`src/rtl/lpb_pkg.sv`:
```
// Shared types for the loop phase detector back end.
// Assumes: nothing beyond IEEE 1800-2017 packages.
package lpb_pkg;
    // Three-state error drive as seen at the pin.
    typedef enum logic [1:0] {
        PUMP_Z  = 2'b00,
        PUMP_UP = 2'b01,
        PUMP_DN = 2'b10
    } pump_e;
endpackage

```
`src/rtl/lpb_fb_divider.sv`:
```
// Feedback divider: counts VCO ticks, wraps on the N-th, emits a registered
// one-cycle strobe at the wrap and a half-period waveform for test viewing.
// Assumes: vco_tick is a one-cycle-per-VCO-period pulse in the clk domain.
module lpb_fb_divider #(
    parameter int W       = 16,
    parameter int MIN_DIV = 16
) (
    input  logic         clk,
    input  logic         rst_n,
    input  logic         hold,
    input  logic         tick,
    input  logic [W-1:0] ratio,
    output logic         fv_strobe,
    output logic         div_wave
);
    localparam logic [W-1:0] MinRatio = W'(MIN_DIV);

    logic [W-1:0] cnt_q;
    logic [W-1:0] eff_ratio;
    logic         wrap;

    // Clamp the ratio to the smallest legal value.
    always_comb eff_ratio = (ratio < MinRatio) ? MinRatio : ratio;

    // The terminal position is reached, or passed after a ratio decrease.
    always_comb wrap = tick && (cnt_q >= eff_ratio - 1'b1);

    // Position counter and divided strobe.
    always_ff @(posedge clk) begin
        if (!rst_n || hold) begin
            cnt_q     <= '0;
            fv_strobe <= 1'b0;
        end else if (tick) begin
            cnt_q     <= wrap ? '0 : cnt_q + 1'b1;
            fv_strobe <= wrap;
        end else begin
            fv_strobe <= 1'b0;
        end
    end

    // Upper half of the count gives the divided waveform.
    always_comb div_wave = (cnt_q >= (eff_ratio >> 1));


    strobe_wraps_chk: assert property (@(posedge clk) disable iff (!rst_n)
        fv_strobe |-> (cnt_q == '0) && $past(tick));


    hold_zero_chk: assert property (@(posedge clk) disable iff (!rst_n)
        hold |=> (cnt_q == '0) && !fv_strobe);
endmodule

```
`src/rtl/lpb_pfd.sv`:
```
// Phase-frequency detector: two flags set by reference and divided edges,
// both cleared on the edge that would set both. Drives a three-state pump.
// Assumes: strobes are single-cycle; hold clears and freezes both flags.
module lpb_pfd
    import lpb_pkg::*;
(
    input  logic  clk,
    input  logic  rst_n,
    input  logic  hold,
    input  logic  fr,
    input  logic  fv,
    output pump_e pump
);
    logic up_q, dn_q;
    logic up_set, dn_set, both;

    // Candidate flag states before the mutual clear.
    always_comb begin
        up_set = up_q | fr;
        dn_set = dn_q | fv;
        both   = up_set & dn_set;
    end

    // Flag registers with zero-delay clear on coincidence.
    always_ff @(posedge clk) begin
        if (!rst_n || hold) begin
            up_q <= 1'b0;
            dn_q <= 1'b0;
        end else begin
            up_q <= up_set & ~both;
            dn_q <= dn_set & ~both;
        end
    end

    // Pump state decode from the flags.
    always_comb begin
        unique case ({dn_q, up_q})
            2'b01:   pump = PUMP_UP;
            2'b10:   pump = PUMP_DN;
            default: pump = PUMP_Z;
        endcase
    end


    lead_pulls_low_chk: assert property (@(posedge clk) disable iff (!rst_n)
        (fv && !fr && !hold && !up_q) |=> (pump == PUMP_DN));


    lag_pushes_high_chk: assert property (@(posedge clk) disable iff (!rst_n)
        (fr && !fv && !hold && !dn_q) |=> (pump == PUMP_UP));


    coincident_float_chk: assert property (@(posedge clk) disable iff (!rst_n)
        (fr && fv && !up_q && !dn_q) |=> (pump == PUMP_Z));


    hold_float_chk: assert property (@(posedge clk) disable iff (!rst_n)
        hold |=> (pump == PUMP_Z));
endmodule

```
`src/rtl/lpb_status_sel.sv`:
```
// Status pin source: power-down state in normal use, divided waveform in test.
// Assumes: both sources are already in the clk domain.
module lpb_status_sel (
    input  logic test_sel,
    input  logic pwr_down,
    input  logic div_wave,
    output logic status
);
    // Pick the pin source.
    always_comb status = test_sel ? div_wave : pwr_down;
endmodule

```
`src/rtl/loop_phase_backend.sv`:
```
// One synthesizer loop back end: feedback divider, phase-frequency detector,
// lock flag and status pin. Assumes synchronous active-low reset.
module loop_phase_backend
    import lpb_pkg::*;
#(
    parameter int W       = 16,
    parameter int MIN_DIV = 16
) (
    input  logic         clk,
    input  logic         rst_n,
    input  logic         vco_tick,
    input  logic         ref_strobe,
    input  logic [W-1:0] div_ratio,
    input  logic         pwr_down,
    input  logic         test_sel,
    output logic         err_up,
    output logic         err_dn,
    output logic         unlocked,
    output logic         status
);
    logic  fv_strobe;
    logic  div_wave;
    pump_e pump;

    lpb_fb_divider #(.W(W), .MIN_DIV(MIN_DIV)) u_div (
        .clk       (clk),
        .rst_n     (rst_n),
        .hold      (pwr_down),
        .tick      (vco_tick),
        .ratio     (div_ratio),
        .fv_strobe (fv_strobe),
        .div_wave  (div_wave)
    );

    lpb_pfd u_pfd (
        .clk   (clk),
        .rst_n (rst_n),
        .hold  (pwr_down),
        .fr    (ref_strobe),
        .fv    (fv_strobe),
        .pump  (pump)
    );

    lpb_status_sel u_stat (
        .test_sel (test_sel),
        .pwr_down (pwr_down),
        .div_wave (div_wave),
        .status   (status)
    );

    // Pin drive enables and lock flag from the pump state.
    always_comb begin
        err_up   = (pump == PUMP_UP);
        err_dn   = (pump == PUMP_DN);
        unlocked = (pump != PUMP_Z);
    end
endmodule

```
`config.mk`:
```
export PLATFORM = sky130hd
export DESIGN_NAME = loop_phase_backend
export DESIGN_NICKNAME = d
export VERILOG_FILES = /design/src/rtl/lpb_pkg.sv /design/src/rtl/lpb_fb_divider.sv /design/src/rtl/lpb_pfd.sv /design/src/rtl/lpb_status_sel.sv /design/src/rtl/loop_phase_backend.sv
export SDC_FILE = /design/constraint.sdc
export NUM_CORES = 1
export LEC_CHECK = 0
export CELL_PAD_IN_SITES_DETAIL_PLACEMENT = 0
export CELL_PAD_IN_SITES_GLOBAL_PLACEMENT = 2
export CORE_UTILIZATION = 35
export CTS_BUF_LIST = sky130_fd_sc_hd__clkbuf_4 sky130_fd_sc_hd__clkbuf_8 sky130_fd_sc_hd__clkbuf_16
export DETAILED_ROUTE_END_ITERATION = 8
export HOLD_SLACK_MARGIN = 0.12
export PLACE_DENSITY_LB_ADDON = 0.1
export SLEW_MARGIN = 30
export SYNTH_ARGS = -nofsm -noshare
export SYNTH_HDL_FRONTEND = slang
export SYNTH_SLANG_ARGS = --single-unit
```
`constraint.sdc`:
```
create_clock -name clk -period 10.67 [get_ports clk]
set_input_delay 3.201 -clock clk [delete_from_list [all_inputs] [get_ports clk]]
set_output_delay 3.201 -clock clk [all_outputs]
set_load 0.02 [all_outputs]
```
==> metrics.cfg, run 1 <==
[outcome]
status = finished, final reports clean

[placed_design]
io_buffers = 25
hpwl_um = 3672
dpl_cell_area_sq_um = 2196
gpl.final_weighted_congestion = 0.8101
dp.cells = 327

[drt]
routed_wl_um = 4444
detailedRoute.firstIterationViolations = 38
routed_wire_length_per_instance_um = 13.43
route.detailed.drc = 0
routed_via_density = 5.063
vias = 1676
final_antenna_net_count = 0
drt_pass1_iterations = 4

[clock_network]
clk_pin_slew_worst_paths_ns = 0.07
tritoncts.num_buffers = 3
post_cts.resized_instances = 0
clock_tree_from_tritoncts = built
clk_latency_ns = 0.26
clock_sinks = 19
cts_root_buf = sky130_fd_sc_hd__clkbuf_8
post-cts-setup-buffer-count = 0
clock_tree.buffer_depth = 2
cts.htree.levels = 1
post_cts_hold_buffer_count = 0

[global_route]
grt_pass1_wl_um = 7493
number_of_global_route_vias_before_repair = 1585
grt.overflow.total = 0
antenna_found_initial = 0
pin_count_of_the_biggest_net_entering_global_routing = 20
grtUsageTotal_pct = 17.36

[critical_path]
cp_slowest_cell = sky130_fd_sc_hd__clkdlybuf4s50_1
crit_family = simple AND/OR/NAND/NOR gates
critical_path.n_buffers_inverters = 3
worst_ep_arrival_time_ns = 6.28
worstSetupEndpointType = output port
worstPathCellList = clkdlybuf4s50_1 -> or3_1 -> nand4b_1 -> nand2_1 -> inv_1 -> ha_1 -> nand2b_1 -> a211oi_1 -> o21ai_0 -> nand4_1 -> a31oi_1 -> clkdlybuf4s50_1
element_type_at_the_critical_path_start = primary input
worstPathRequired_ns = 7.47
critical_path.max_stage_delay_ns = 0.54
critical_path_class = primary input to output port
worstPathMaxFanout = 9
cell_seen_most_often_among_critical_path_stages = sky130_fd_sc_hd__clkdlybuf4s50_1

[yosys]
ys_async_sr_fraction_pct = 0
synthTopCellsByArea = sky130_fd_sc_hd__ha_1, sky130_fd_sc_hd__dfxtp_1, sky130_fd_sc_hd__nor3_1
synth-edff-count = 0
yosysMostFrequentCell = sky130_fd_sc_hd__ha_1
proportion_of_netlist_area_held_by_the_largest_area_contributor_pct = 23.24
ys_dominant_reg_cell = sky130_fd_sc_hd__dfxtp_1
net_count_after_synthesis = 294
post_synthesis_instance_total = 237
synth_cell_types = 34
netlist_top_cells_count = sky130_fd_sc_hd__ha_1, sky130_fd_sc_hd__nor3_1, sky130_fd_sc_hd__nand2_1, sky130_fd_sc_hd__inv_1, sky130_fd_sc_hd__dfxtp_1
register_area_share_after_synthesis_pct = 20.19
synth_area_sq_um = 1884
syn_avg_cell_area_sq_um = 7.951
ys_warn_count = 0
synth_top_area_cell = sky130_fd_sc_hd__ha_1
synth.ff_latch_count = 19

[min_path]
min-delay-path-class = flip-flop to flip-flop

[finish]
syn_to_final_growth_pct = 18.99
insertedDiodeCount = 0
final_core_util_pct = 43.62
drive_above_1_share_pct = 2.682
finalInstanceArea_sq_um = 2242
num-nets-final = 319
instances_no_fill = 331

[sta]
setup_viol = 0
finalMaxSlewViolations = 0
tns_ns = 0
timing_hold_violations_final = 0
hold_ws_ns = 0.4834
worst_slew_margin_relative_to_its_limit_pct = 47.77
timing_worst_slew_pin_value_ns = 0.7835
worst_clock_skew_ns = 0.003187
rsz0062_at_grt = no
final_min_period_over_clock_period_pct = 88.82
clock.fmax_mhz = 105.5
finalCriticalPeriod_ns = 9.477

[die]
design.core.area_sq_um = 5140
fp.dieW_um = 75.38
die-area_sq_um = 5681
die_h_um = 75.38
io_pins = 26
core.rowCount = 26
effective_utilization_at_floorplan_pct = 36.66

[power_and_ir_drop]
cellPowerDensity_nw_per_um2 = 68.38
vdd_ir_max_mv = 0.04643
power_leakage_nw = 0.9369

[job]
timing.max_cap.violations = 0

[kinds of logic after synthesis]
family,share of synthesized area (%)
simple gates,28.35
fa+ha+maj,23.24
flops,20.19
mux,0.5312
buf+inv,5.378
compound gates,10.69
xor+xnor,11.62
[worst paths after layout]
kind                                        to  slack, ns       startpoint  cells past startpoint
worst max-delay path                    status       1.19    div_ratio[14]                     12
worst min-delay path                u_pfd.dn_q       0.48       u_pfd.up_q                      1
worst min register to register      u_pfd.dn_q       0.48       u_pfd.up_q                      1
worst max register to register  u_div.cnt_q[3]       8.19  u_div.cnt_q[11]                      6
[final cells by class]
| type | instances | area, sq um |
|---|---|---|
| well taps | 70 | 87.58 |
| repair buffers | 25 | 250.2 |
| clock inverters | 1 | 5.005 |
| clock buffers | 3 | 41.29 |
| flip-flops and latches | 19 | 380.4 |
| multi-input cells | 193 | 1403 |
| fillers | 568 | 2898 |
| inverters | 20 | 75.07 |
[power by group]
group	internal, mW	switching [mW]	leakage, nW
combinational	0.0156	0.0155	0.758
clock	0.0260	0.0244	0.0255
sequential	0.0713	0.000455	0.153
total	0.113	0.0404	0.937
[cell usage in the layout, fill, tap and decap left out, types with 12 or more instances in the layout]
cell,instances
sky130_fd_sc_hd__ha_1,35
sky130_fd_sc_hd__nor3_1,25
sky130_fd_sc_hd__clkdlybuf4s50_1,25
sky130_fd_sc_hd__nand2_1,21
sky130_fd_sc_hd__inv_1,20
sky130_fd_sc_hd__dfxtp_1,19
sky130_fd_sc_hd__xnor2_1,13
sky130_fd_sc_hd__nor2_1,12
sky130_fd_sc_hd__nand4_1,12
sky130_fd_sc_hd__xor2_1,12
[through the flow]
stage	total power [mW]	setup slack (ns)
after floorplan	0.08955	2.393
after global placement	0.1050	1.217
after detailed placement	0.1051	1.219
after CTS	0.1562	1.191
after global routing	0.1638	0.8783
final	0.1533	1.193
[layer usage]
layer / part of all wire [%] / wire, um / track usage, % / up-vias
li1: - / - / - / 899
met1: 50 / 2237 / 23.81 / 748
met2: 47 / 2077 / 29.66 / 29
met3: 2.9 / 128 / 3.175 / 0
met4: 0 / 0 / 1.235 / 0
met5: 0 / 0 / 0 / -
[sequential cells by signal, indices dropped and copies added, names as in the netlist]
register	flops
u_div.cnt_q	16
u_pfd.dn_q	1
u_pfd.up_q	1
u_div.fv_strobe	1
No activity file was read; power rests on OpenSTA's default activity.
==> run 2, diff against run 1 <==
HOLD_SLACK_MARGIN = unset   (was 0.12)
==> results of run 2 <==
Same layout as run 1: the final DEF is identical, and so are final timing and power.
